--- src/rtl/chan_arbiter_pkg.sv ---
package chan_arbiter_pkg;
    typedef enum logic [1:0] {
        ST_IDLE = 2'd0,
        ST_RUN  = 2'd1,
        ST_FLAG = 2'd2,
        ST_HOLD = 2'd3
    } arb_state_e;
endpackage

--- src/rtl/tier_picker.sv ---
module tier_picker #(
    parameter int NCH = 8,
    parameter int IW  = $clog2(NCH)
) (
    input  logic [NCH-1:0] cand,
    input  logic           rr_en,
    input  logic [IW-1:0]  last,
    output logic           hit,
    output logic [IW-1:0]  pick
);
    always_comb begin
        hit  = 1'b0;
        pick = '0;
        for (int k = 0; k < NCH; k++) begin
            if (!hit && cand[(rr_en ? (int'(last) + 1 + k) : k) % NCH]) begin
                hit  = 1'b1;
                pick = IW'((rr_en ? (int'(last) + 1 + k) : k) % NCH);
            end
        end
    end
endmodule

--- src/rtl/chan_arbiter.sv ---
module chan_arbiter
    import chan_arbiter_pkg::*;
#(
    parameter int NCH  = 8,
    parameter int NLVL = 4,
    localparam int IW  = $clog2(NCH),
    localparam int LW  = $clog2(NLVL)
) (
    input  logic              clk,
    input  logic              rst_n,
    input  logic [NCH-1:0]    req,
    input  logic [NCH*LW-1:0] chan_lvl,
    input  logic [NLVL-1:0]   tier_rr,
    input  logic              unit_done,
    input  logic              save_ack,
    output logic [NCH-1:0]    grant,
    output logic [IW-1:0]     active_idx,
    output logic              active_vld,
    output logic              preempt
);
    arb_state_e state_q, state_d;

    logic [NCH-1:0] tier_mask [NLVL];
    logic [NLVL-1:0] tier_hit;
    logic [IW-1:0]  tier_pick [NLVL];
    logic [IW-1:0]  rr_last   [NLVL];
    logic [IW-1:0]  act_q;

    logic           any_req;
    logic [IW-1:0]  win_idx;
    logic [LW-1:0]  win_lvl;
    logic [LW-1:0]  cur_lvl;
    logic           higher;
    logic           fire;

    // per-tier candidate masks and pickers
    for (genvar t = 0; t < NLVL; t++) begin : g_tier
        for (genvar c = 0; c < NCH; c++) begin : g_ch
            assign tier_mask[t][c] = req[c] && (chan_lvl[c*LW +: LW] == LW'(t));
        end
        tier_picker #(.NCH(NCH), .IW(IW)) u_pick (
            .cand  (tier_mask[t]),
            .rr_en (tier_rr[t]),
            .last  (rr_last[t]),
            .hit   (tier_hit[t]),
            .pick  (tier_pick[t])
        );
    end

    // highest tier with a request wins
    always_comb begin
        any_req = 1'b0;
        win_idx = '0;
        win_lvl = '0;
        for (int t = 0; t < NLVL; t++) begin
            if (tier_hit[t]) begin
                any_req = 1'b1;
                win_idx = tier_pick[t];
                win_lvl = LW'(t);
            end
        end
    end

    // is some tier above the running channel requesting
    always_comb begin
        cur_lvl = chan_lvl[int'(act_q)*LW +: LW];
        higher  = 1'b0;
        for (int t = 0; t < NLVL; t++) begin
            if (tier_hit[t] && (LW'(t) > cur_lvl)) higher = 1'b1;
        end
    end

    // next state
    always_comb begin
        state_d = state_q;
        fire    = 1'b0;
        unique case (state_q)
            ST_IDLE: begin
                fire = any_req;
                if (any_req) state_d = ST_RUN;
            end
            ST_RUN: begin
                if (unit_done) begin
                    fire    = 1'b1;
                    state_d = any_req ? ST_RUN : ST_IDLE;
                end else if (higher) begin
                    state_d = ST_FLAG;
                end
            end
            ST_FLAG, ST_HOLD: begin
                if (save_ack) begin
                    fire    = 1'b1;
                    state_d = any_req ? ST_RUN : ST_IDLE;
                end else begin
                    state_d = ST_HOLD;
                end
            end
            default: state_d = ST_IDLE;
        endcase
    end

    // state register
    always_ff @(posedge clk or negedge rst_n) begin
        if (!rst_n) state_q <= ST_IDLE;
        else        state_q <= state_d;
    end

    // grant index and rotation pointers
    always_ff @(posedge clk or negedge rst_n) begin
        if (!rst_n) begin
            act_q <= '0;
            for (int t = 0; t < NLVL; t++) rr_last[t] <= IW'(NCH - 1);
        end else if (fire && any_req) begin
            act_q            <= win_idx;
            rr_last[win_lvl] <= win_idx;
        end
    end

    // outputs
    always_comb begin
        active_vld = (state_q != ST_IDLE);
        active_idx = act_q;
        preempt    = (state_q == ST_FLAG);
        grant      = '0;
        if (active_vld) grant[act_q] = 1'b1;
    end
endmodule

--- config.mk ---
export PLATFORM = sky130hd
export DESIGN_NAME = chan_arbiter
export DESIGN_NICKNAME = d
export VERILOG_FILES = /design/src/rtl/chan_arbiter_pkg.sv /design/src/rtl/tier_picker.sv /design/src/rtl/chan_arbiter.sv
export SDC_FILE = /design/constraint.sdc
export NUM_CORES = 1
export LEC_CHECK = 0
export CAP_MARGIN = 0
export CORE_AREA = 10 10 123 125
export CTS_BUF_LIST = sky130_fd_sc_hd__clkbuf_4 sky130_fd_sc_hd__clkbuf_8 sky130_fd_sc_hd__clkbuf_16
export DETAILED_ROUTE_END_ITERATION = 12
export DIE_AREA = 0 0 133 135
export GPL_ROUTABILITY_DRIVEN = 0
export SYNTH_ARGS = -nofsm -noshare
export SYNTH_HDL_FRONTEND = slang
export SYNTH_SLANG_ARGS = --single-unit
--- constraint.sdc ---
create_clock -name clk -period 10.1 [get_ports clk]
set_input_delay 2.02 -clock clk [delete_from_list [all_inputs] [get_ports clk]]
set_output_delay 2.02 -clock clk [all_outputs]
set_load 0.01 [all_outputs]
==> results.py <==
metrics = {
    "power": {
        "cellPowerDensity_mw_per_mm2": 274.8,
        "switching_share_pct": 51.52,
        "comb_power_share_pct": 79.7,
        "ir_drop_mv": 0.09047,
        "seqPwrFrac_pct": 14.2,
        "p_leak_nw": 1.942,
        "p_sw_uw": 712.8,
        "p_int_uw": 670.6,
        "pwr-share-clk_pct": 6.1,
        "finalPower_mw": 1.383,
    },
    "outcome": {
        "status": "complete, no violations",
    },
    "floorplanning": {
        "dieArea_mm2": 0.01796,
        "io_pins": 45,
        "die_x_um": 133,
        "core-area_mm2": 0.01257,
        "die_h_um": 135,
        "start_util_pct": 34.88,
        "rows": 41,
    },
    "grt": {
        "grt_usage_pct": 16.13,
        "grt_max_degree": 21,
        "grt_pass1_wl_mm": 24.36,
        "antenna_found_initial": 0,
        "grt-ovfl-total": 0,
        "grt_pass1_vias": 4621,
    },
    "synth": {
        "syn_area_mm2": 0.004384,
        "synth_cell_types": 74,
        "ys_async_sr_fraction_pct": 100.0,
        "yosysSeqAreaShare_pct": 10.05,
        "synth.largest_area_cell": "mux4_2",
        "yosysWarnings": 0,
        "synth_top_area_share_pct": 10.79,
        "syn_inst": 562,
        "synth_ff_type": "dfstp_2",
        "synth_nets": 602,
        "ys_top_cells_by_count": "nand2_1, nor2_1, o21ai_0",
        "synthTopCellsByArea": "mux4_2, dfstp_2, nand2_1",
        "synth_most_common_cell": "nand2_1",
        "avgSynthCellArea_um2": 7.801,
        "synth-seq-cells": 17,
        "synth-edff-count": 0,
    },
    "critical_path": {
        "path_buf_inv": 1,
        "cp_top_family": "simple AND/OR/NAND/NOR gates",
        "arrival_ps": 5960,
        "path_max_fanout": 17,
        "r2r_setup_slack_ps": 5940,
        "cp_cell_sequence": "clkdlybuf4s50_1, nor2b_1, mux4_2, or3_1, or4_4, nor4_4, and3_2, mux2_1",
        "critPathLaunchType": "primary input",
        "slowest_delay_ps": 790,
        "cp.required_ps": 10280,
        "cpMaxStageDelayCell": "clkdlybuf4s50_1",
        "critPathLaunch": "tier_rr[2]",
        "reg2reg_depth": 9,
        "rr_startpoint": "rr_last[3]$_DFFE_PN1P_",
        "setup.worst_path.end_class": "register",
        "r2r-end": "rr_last[9]$_DFFE_PN1P_",
        "crit_type": "in -> reg",
    },
    "timing": {
        "slew_headroom_pct": 41.68,
        "whs_ps": 546.4,
        "rsz0062_at_grt": "false",
        "tightest_slew_ps": 872.0,
        "drv_slew": 0,
        "setup_viol": 0,
        "post-route-period-util_pct": 57.24,
        "period_minus_slack_ps": 5781,
        "finClkSkew_ps": 1.589,
        "hold_viol_final": 0,
        "clock.fmax_mhz": 173.0,
        "fin_ws_ps": 4319,
        "setup_tns_ps": 0,
    },
    "clock_network": {
        "insertion_delay_ps": 250,
        "cts_tree": "built",
        "cts_htree_levels": 1,
        "clkSinkCount": 17,
        "path_clk_slew_ps": 60,
        "cts_buffer_depth": 2,
        "postCtsSetupRepairBufs": 0,
        "postCtsHoldBufs": 0,
        "ctsRootBufferMaster": "clkbuf_16",
        "cts_buffers": 3,
        "cts_resized": 0,
    },
    "worst_hold_path": {
        "holdPathStages": 2,
        "min_from": "rr_last[8]$_DFFE_PN1P_",
        "whs_endpoint": "rr_last[8]$_DFFE_PN1P_",
        "min_path_type": "reg -> reg",
    },
    "route": {
        "wl_per_cell_um": 20.09,
        "vias": 4956,
        "drc": 0,
        "ant_nets": 0,
        "avgViaCountPerCell": 6.512,
        "drtIter0Drc": 571,
        "wl_mm": 15.29,
        "drtPass1Iterations": 5,
    },
    "place": {
        "placed_cells": 757,
        "dp_hpwl_mm": 12.28,
        "place_area_mm2": 0.004951,
        "io_buffers": 44,
        "pre_cts_ws_ps": 4116,
    },
    "cells_and_area": {
        "area.growth.synth_to_final_pct": 14.81,
        "fillers": 1301,
        "nNetsFinal": 630,
        "num_antenna_cells": 0,
        "final_util_pct": 40.05,
        "finalInstanceArea_mm2": 0.005034,
        "drive_above_1_share_pct": 13.24,
        "fin_cells": 761,
    },
    "run": {
        "maxCapViolCount": 0,
    },
}
worst max path at each step:
stage                        endpoint  slack [ps]  cells past startpoint
2_1_floorplan  rr_last[9]$_DFFE_PN1P_        5310                      7
3_3_place_gp   rr_last[9]$_DFFE_PN1P_        4150                      8
3_5_place_dp   rr_last[9]$_DFFE_PN1P_        4120                      8
4_1_cts        rr_last[9]$_DFFE_PN1P_        4380                      8
5_1_grt        rr_last[9]$_DFFE_PN1P_        4200                      8
6_report       rr_last[9]$_DFFE_PN1P_        4320                      8
flip-flops by register name, indices dropped and copies added (netlist names):
| name | cells |
|---|---|
| active_idx | 3 |
| rr_last | 12 |
| state_q | 2 |
cells by family (layout without fill, tap and decap cells):
logic type,count (synthesis),in the layout,share of synthesized area (%)
flip-flops,17,17,10.05
multiplexers,51,51,18.04
adder cells (fa/ha/maj),8,8,2.283
AO/OA/AOI/OAI,166,166,26.17
XOR/XNOR,12,12,4.338
buffers and inverters,34,61,3.139
AND/OR/NAND/NOR,274,274,35.99
cells in the final DEF (no fill, tap or decap), types with 6 or more instances in the layout:
| cell type | instances |
|---|---|
| nand2_1 | 59 |
| clkdlybuf4s50_1 | 44 |
| nor2_1 | 43 |
| o21ai_0 | 31 |
| a21oi_1 | 25 |
| nand3b_1 | 22 |
| mux4_2 | 21 |
| o22ai_1 | 21 |
| nand2b_1 | 18 |
| nand3_1 | 16 |
| mux2i_1 | 16 |
| or3b_2 | 14 |
| inv_1 | 13 |
| nor2b_1 | 13 |
| mux2_2 | 13 |
| nor3_1 | 12 |
| and3_1 | 12 |
| dfstp_2 | 12 |
| and2_1 | 11 |
| and3b_1 | 10 |
| nand4_1 | 10 |
| nor3b_1 | 10 |
| a21o_1 | 8 |
| o211ai_1 | 8 |
| ha_1 | 8 |
| a21boi_0 | 7 |
| xor2_1 | 6 |
power by group through the flow:
stage	registers, mW	logic (mW)	clock network (mW)
final	0.196	1.10	0.0844
after CTS	0.195	1.08	0.0844
after floorplan	0.150	0.842	0
after global placement	0.194	1.06	0
after global routing	0.205	1.19	0.0890
after detailed placement	0.195	1.08	0
layer usage:
metal | wire, um | global-route usage [%]
met3 | 1508 | 2.559
met1 | 6398 | 21.25
met4 | 360 | 4.218
met2 | 7025 | 26.73
met5 | 0 | 0
tightest hold or removal path, delay by kind of cell (launching register included):
kind / cells / cell delay [ps]
AOI/OAI and AO/OA: 1 / 70
DFF: 1 / 410
and+or+nand+nor: 1 / 60
cell type report:
type                       instances  area (um^2)  share of cell area (%)
clock buffer                       3        75.07                   1.491
clock inverter                     1        7.507                  0.1491
inverter                          13        48.80                  0.9694
multi-input combinational        511         3806                   75.62
sequential                        17        440.4                   8.750
tap                              172        215.2                   4.275
timing repair buffer              44        440.4                   8.750
No activity file was read; power rests on OpenSTA's default activity.
